**config.mk**
```make
export PLATFORM = sky130hd
export DESIGN_NAME = agc_port_fmt
export DESIGN_NICKNAME = d
export VERILOG_FILES = /design/src/rtl/agc_fmt_pkg.sv /design/src/rtl/agc_src_hold.sv /design/src/rtl/agc_port_arb.sv /design/src/rtl/agc_port_seq.sv /design/src/rtl/agc_port_fmt.sv
export SDC_FILE = /design/constraint.sdc
export NUM_CORES = 1
export LEC_CHECK = 0
export ABC_CLOCK_PERIOD_IN_PS = 3600
export BUFFER_PORTS_ARGS = -buffer_cell sky130_fd_sc_hd__buf_2
export CORE_AREA = 10 10 111 113
export DETAILED_ROUTE_END_ITERATION = 8
export DIE_AREA = 0 0 121 123
export PLACE_DENSITY = 0.83
export REMOVE_ABC_BUFFERS = 1
export SETUP_SLACK_MARGIN = 0.05
export SYNTH_ARGS = -nofsm -noshare
export SYNTH_HDL_FRONTEND = slang
export SYNTH_SLANG_ARGS = --single-unit
export TNS_END_PERCENT = 30
```
**constraint.sdc**
```tcl
create_clock -name clk_i -period 3.6 [get_ports clk_i]
set_input_delay 0.54 -clock clk_i [delete_from_list [all_inputs] [get_ports clk_i]]
set_output_delay 0.54 -clock clk_i [all_outputs]
set_load 0.005 [all_outputs]
```
**src/rtl/agc_fmt_pkg.sv**
```systemverilog
package agc_fmt_pkg;
  typedef enum logic [1:0] {
    ST_IDLE = 2'd0,
    ST_I    = 2'd1,
    ST_Q    = 2'd2,
    ST_RSSI = 2'd3
  } fmt_state_e;

  localparam int unsigned TAG_W  = 2;
  localparam int unsigned TAG_SRC = 0;
  localparam int unsigned TAG_KIND = 1;
endpackage

```
**src/rtl/agc_src_hold.sv**
```systemverilog
module agc_src_hold #(
  parameter int unsigned DATA_W = 16,
  parameter int unsigned GAIN_W = 12
) (
  input  logic              clk_i,
  input  logic              rst_ni,
  input  logic              en_i,
  input  logic              vld_i,
  input  logic [DATA_W-1:0] i_word_i,
  input  logic [DATA_W-1:0] q_word_i,
  input  logic              gain_upd_i,
  input  logic [GAIN_W-1:0] gain_i,
  input  logic              take_i,
  output logic              pend_o,
  output logic [DATA_W-1:0] i_word_o,
  output logic [DATA_W-1:0] q_word_o,
  output logic              chg_o,
  output logic [GAIN_W-1:0] gain_o
);
  logic capture;
  assign capture = vld_i && en_i;

  always_ff @(posedge clk_i or negedge rst_ni) begin
    if (!rst_ni) begin
      pend_o   <= 1'b0;
      i_word_o <= '0;
      q_word_o <= '0;
    end else begin
      // a fresh sample wins over a same-cycle take
      if (capture) begin
        pend_o   <= 1'b1;
        i_word_o <= i_word_i;
        q_word_o <= q_word_i;
      end else if (take_i) begin
        pend_o <= 1'b0;
      end
    end
  end

  always_ff @(posedge clk_i or negedge rst_ni) begin
    if (!rst_ni) begin
      chg_o  <= 1'b0;
      gain_o <= '0;
    end else begin
      if (gain_upd_i) begin
        chg_o  <= 1'b1;
        gain_o <= gain_i;
      end else if (take_i) begin
        chg_o <= 1'b0;
      end
    end
  end
endmodule

```
**src/rtl/agc_port_arb.sv**
```systemverilog
module agc_port_arb #(
  parameter int unsigned N_SRC = 2,
  localparam int unsigned SEL_W = (N_SRC > 1) ? $clog2(N_SRC) : 1
) (
  input  logic [N_SRC-1:0] ready_i,
  output logic             any_o,
  output logic [SEL_W-1:0] sel_o
);
  // lowest index has highest priority
  always_comb begin
    sel_o = '0;
    for (int k = N_SRC - 1; k >= 0; k--) begin
      if (ready_i[k]) sel_o = SEL_W'(k);
    end
  end
  assign any_o = |ready_i;
endmodule

```
**src/rtl/agc_port_seq.sv**
```systemverilog
module agc_port_seq
  import agc_fmt_pkg::*;
#(
  parameter int unsigned DATA_W = 16,
  parameter int unsigned GAIN_W = 12,
  parameter int unsigned SEL_W  = 1,
  localparam int unsigned PAD_W = DATA_W - GAIN_W
) (
  input  logic              clk_i,
  input  logic              rst_ni,
  input  logic              ack_i,
  input  logic              any_i,
  input  logic [SEL_W-1:0]  sel_i,
  input  logic [DATA_W-1:0] sel_i_word_i,
  input  logic [DATA_W-1:0] sel_q_word_i,
  input  logic              sel_chg_i,
  input  logic [GAIN_W-1:0] sel_gain_i,
  output logic              req_o,
  output logic              take_o,
  output logic [DATA_W-1:0] data_o,
  output logic              iq_o,
  output logic [TAG_W-1:0]  tag_o
);
  fmt_state_e        state_q;
  logic [SEL_W-1:0]  src_q;
  logic [DATA_W-1:0] q_word_q;
  logic              rssi_q;
  logic [GAIN_W-1:0] rssi_val_q;

  assign req_o  = (state_q == ST_IDLE) && any_i;
  assign take_o = req_o && ack_i;

  always_ff @(posedge clk_i or negedge rst_ni) begin
    if (!rst_ni) begin
      state_q    <= ST_IDLE;
      src_q      <= '0;
      q_word_q   <= '0;
      rssi_q     <= 1'b0;
      rssi_val_q <= '0;
      data_o     <= '0;
      iq_o       <= 1'b0;
      tag_o      <= '0;
    end else begin
      unique case (state_q)
        ST_IDLE: begin
          if (take_o) begin
            src_q      <= sel_i;
            q_word_q   <= sel_q_word_i;
            rssi_q     <= sel_chg_i;
            rssi_val_q <= ~sel_gain_i;
            data_o     <= sel_i_word_i;
            iq_o       <= 1'b1;
            tag_o      <= {1'b0, sel_i[0]};
            state_q    <= ST_I;
          end
        end
        ST_I: begin
          data_o  <= q_word_q;
          iq_o    <= 1'b0;
          state_q <= ST_Q;
        end
        ST_Q: begin
          if (rssi_q) begin
            data_o  <= {rssi_val_q, {PAD_W{1'b0}}};
            tag_o   <= {1'b1, src_q[0]};
            state_q <= ST_RSSI;
          end else begin
            data_o  <= '0;
            tag_o   <= '0;
            state_q <= ST_IDLE;
          end
        end
        default: begin
          data_o  <= '0;
          tag_o   <= '0;
          state_q <= ST_IDLE;
        end
      endcase
    end
  end
endmodule

```
**src/rtl/agc_port_fmt.sv**
```systemverilog
module agc_port_fmt
  import agc_fmt_pkg::*;
#(
  parameter int unsigned DATA_W = 16,
  parameter int unsigned GAIN_W = 12
) (
  input  logic              clk_i,
  input  logic              rst_ni,
  input  logic              en_a_i,
  input  logic              en_b_i,
  input  logic              a_vld_i,
  input  logic [DATA_W-1:0] a_i_i,
  input  logic [DATA_W-1:0] a_q_i,
  input  logic              a_gain_upd_i,
  input  logic [GAIN_W-1:0] a_gain_i,
  input  logic              b_vld_i,
  input  logic [DATA_W-1:0] b_i_i,
  input  logic [DATA_W-1:0] b_q_i,
  input  logic              b_gain_upd_i,
  input  logic [GAIN_W-1:0] b_gain_i,
  input  logic              ack_i,
  output logic              req_o,
  output logic [DATA_W-1:0] data_o,
  output logic              iq_o,
  output logic [TAG_W-1:0]  tag_o
);
  localparam int unsigned N_SRC = 2;
  localparam int unsigned SEL_W = 1;

  logic [N_SRC-1:0]             en_v, vld_v, upd_v, pend_v, chg_v, ready_v;
  logic [N_SRC-1:0][DATA_W-1:0] in_i_v, in_q_v, hold_i_v, hold_q_v;
  logic [N_SRC-1:0][GAIN_W-1:0] in_gain_v, gain_v;
  logic                         any, take;
  logic [SEL_W-1:0]             sel;

  assign en_v      = {en_b_i, en_a_i};
  assign vld_v     = {b_vld_i, a_vld_i};
  assign upd_v     = {b_gain_upd_i, a_gain_upd_i};
  assign in_i_v    = {b_i_i, a_i_i};
  assign in_q_v    = {b_q_i, a_q_i};
  assign in_gain_v = {b_gain_i, a_gain_i};

  for (genvar g = 0; g < N_SRC; g++) begin : g_src
    agc_src_hold #(.DATA_W(DATA_W), .GAIN_W(GAIN_W)) u_hold (
      .clk_i     (clk_i),
      .rst_ni    (rst_ni),
      .en_i      (en_v[g]),
      .vld_i     (vld_v[g]),
      .i_word_i  (in_i_v[g]),
      .q_word_i  (in_q_v[g]),
      .gain_upd_i(upd_v[g]),
      .gain_i    (in_gain_v[g]),
      .take_i    (take && (sel == SEL_W'(g))),
      .pend_o    (pend_v[g]),
      .i_word_o  (hold_i_v[g]),
      .q_word_o  (hold_q_v[g]),
      .chg_o     (chg_v[g]),
      .gain_o    (gain_v[g])
    );
    assign ready_v[g] = pend_v[g] && en_v[g];
  end

  agc_port_arb #(.N_SRC(N_SRC)) u_arb (
    .ready_i(ready_v),
    .any_o  (any),
    .sel_o  (sel)
  );

  agc_port_seq #(.DATA_W(DATA_W), .GAIN_W(GAIN_W), .SEL_W(SEL_W)) u_seq (
    .clk_i       (clk_i),
    .rst_ni      (rst_ni),
    .ack_i       (ack_i),
    .any_i       (any),
    .sel_i       (sel),
    .sel_i_word_i(hold_i_v[sel]),
    .sel_q_word_i(hold_q_v[sel]),
    .sel_chg_i   (chg_v[sel]),
    .sel_gain_i  (gain_v[sel]),
    .req_o       (req_o),
    .take_o      (take),
    .data_o      (data_o),
    .iq_o        (iq_o),
    .tag_o       (tag_o)
  );
endmodule

```
==> reports/results.txt <==
outcome = finished clean
GR Util All Layers = 20.2%
max-cap viol count = 0
Multi-input gate area = 2110 um^2
clock slew at reported path FFs = 0.06 ns
Nets = 650
layout cell share with drive strength beyond 1 = 44.4%
vias in the first global route = 4378
via count = 4075
worst min path class = primary input to asynchronous set/reset pin
Post-synth EDFFs = 0
Routed Antenna Nets = 0
Cell Area, Synth = 5800 um^2
PortBufs = 116
post-synthesis sequential area ratio = 61.7%
drt wl/cell = 20.8 um
initial antenna violation count = 0
Post-synth ARST share = 100%
commonest non-fill, non-tap cell in the layout = dfrtp_1
crit end category = output pin
top_reg_cell synth = dfrtp_1
die footprint = 14900 um^2
later-pin clock latency in the skew report = 0.53 ns
Top Metal Used = met4
die width = 121 um
minimum clock period = 2.48 ns
post-CTS sizing = 0
Mapped Cells = 437
peak supply drop = 0.314 mV
pre-CTS setup slack = 1.33 ns
Clock Path Buffers = 2
postcts setup bufs = 0
clk root buf = clkbuf_8
commonest cells after routing, fill and taps aside = dfrtp_1, buf_2, mux2_2
leakage = 0.00324 uW
PwrDens = 729 nW/um^2
H-tree depth = 4
global placer's final weighted congestion = 0.838
routed length on met1 = 5.84 mm
Max Clk Rate = 403 MHz
final setup margin = 1.12 ns
Initial Util = 57.2%
Syn Area/Cell = 13.3 um^2
CP required = 3.06 ns
Remaining Overflow, GRT = 0
Synth cell types = 33
antenna fix cells = 0
Worst Path Max Fanout = 20
hold buffers post-CTS = 0
drt via density = 5.83
Setup CP Type = flip-flop to output pin
largest net degree at the start of global routing = 121
final WL = 14.5 mm
synthesized flop and latch total = 143
Ys Warns = 0
Filler cells = 688
TritonRoute pass-1 iters = 5
io pins = 117
TritonCTS buffer count = 17
Sink Count = 143
DR WL met3 = 1.03 mm
Sequential Area = 3580 um^2
first-pass GRT wire length = 23.1 mm
Slew headroom = 17.9%
DP Wirelength = 9.88 mm
Hold Fails Final Rpt = 0
die height = 123 um
Setup TNS = 0 ns
Slew Limit Fails = 0
unrepaired setup endpoints after global routing = false
Finish-stage setup viols = 0
DRC viols = 0
Least-Margin Pin Slew = 1.23 ns
TritonCTS clock tree = done
CP startpoint kind = flip-flop
Met2 Routed Length = 7.27 mm
fin crit share = 68.9%
initial DRC count = 420
area grow syn2layout = 20.9%
Final Power = 5110 uW
core area = 10100 um^2
clk_skew = 0.00840 ns
# rows = 37
Crit path arrival time = 1.94 ns
Final Util = 69.1%
-- cell usage after synthesis (3+ instances only) --
master / n / area [um^2]
buf_1: 8 / 30.0
buf_2: 8 / 40.0
o221ai_1: 4 / 35.0
a32o_1: 12 / 120
a21oi_1: 3 / 15.0
dfrtp_1: 143 / 3580
o21ai_0: 18 / 90.1
clkbuf_1: 8 / 30.0
mux2_2: 88 / 991
a22oi_1: 19 / 143
nand2_1: 77 / 289
o221ai_2: 8 / 120
a221oi_1: 12 / 105
-- registers in the layout, summed over array words and instances (netlist names) --
name / count
g_src.u_hold.i_word_o: 32
g_src.u_hold.q_word_o: 32
g_src.u_hold.gain_o: 24
u_seq.data_o: 16
u_seq.q_word_q: 16
u_seq.rssi_val_q: 12
g_src.u_hold.chg_o: 2
g_src.u_hold.pend_o: 2
u_seq.state_q: 2
u_seq.tag_o: 2
u_seq.iq_o: 1
u_seq.rssi_q: 1
u_seq.src_q: 1
-- where the power goes --
part	leakage, uW	internal, uW	switching, uW	total [uW]
registers	0.00171	2020	288	2310
clock network	0.000252	934	614	1550
logic	0.00128	557	693	1250
total	0.00324	3510	1590	5110
-- routing by layer --
metal | track usage [%] | vias up
met5 | 0 | -
met3 | 6.84 | 28
met2 | 33.1 | 164
met1 | 23.7 | 2050
met4 | 8.97 | 0
li1 | - | 1833
-- logic make-up (layout without fill, tap and decap cells) --
family	count (synthesis)	in the layout	share of synthesized area, %
AOI/OAI and AO/OA	85	85	11.9
buffers and inverters	25	151	1.92
DFF	143	143	61.7
muxes	90	90	17.4
and+or+nand+nor	94	94	6.97
-- final cells by class --
type	instances	share of cell area, %
sequential	143	51.1
multi-input combinational	269	30.1
timing repair buffer	122	9.02
clock buffer	22	6.47
tap	136	2.43
clock inverter	7	0.929
-- critical path: stages, from the launching register on --
cell and delay [ns]:
dfrtp_1 0.61, or2_2 0.45, a21oi_1 0.20, buf_2 0.15
-- through the flow --
| stage | area (um^2) | hold WS (ns) | instances |
|---|---|---|---|
| finish | 7010 | 0.157 | 699 |
| floorplan | 5690 | 0.244 | 412 |
| global route | 7010 | 0.219 | 699 |
| detailed placement | 6490 | 0.455 | 670 |
| global placement | 6490 | 0.445 | 670 |
| CTS | 7010 | 0.216 | 699 |
-- final timing paths --
check	from	end	slack [ns]	depth (start not counted)
min in group clk_i	a_q_i[3]	g_src[0].u_hold.q_word_o[3]	0.24	2
setup / recovery	u_seq.state_q[1]	req_o	1.12	3
setup reg to reg	u_seq.state_q[1]	u_seq.data_o[13]	1.23	4
hold reg to reg	g_src[1].u_hold.q_word_o[3]	u_seq.q_word_q[3]	0.47	2
hold / removal	rst_ni	g_src[1].u_hold.gain_o[6]	0.16	1
max in group asynchronous	rst_ni	g_src[0].u_hold.i_word_o[2]	2.59	2
(Power assumes the default switching activity.)
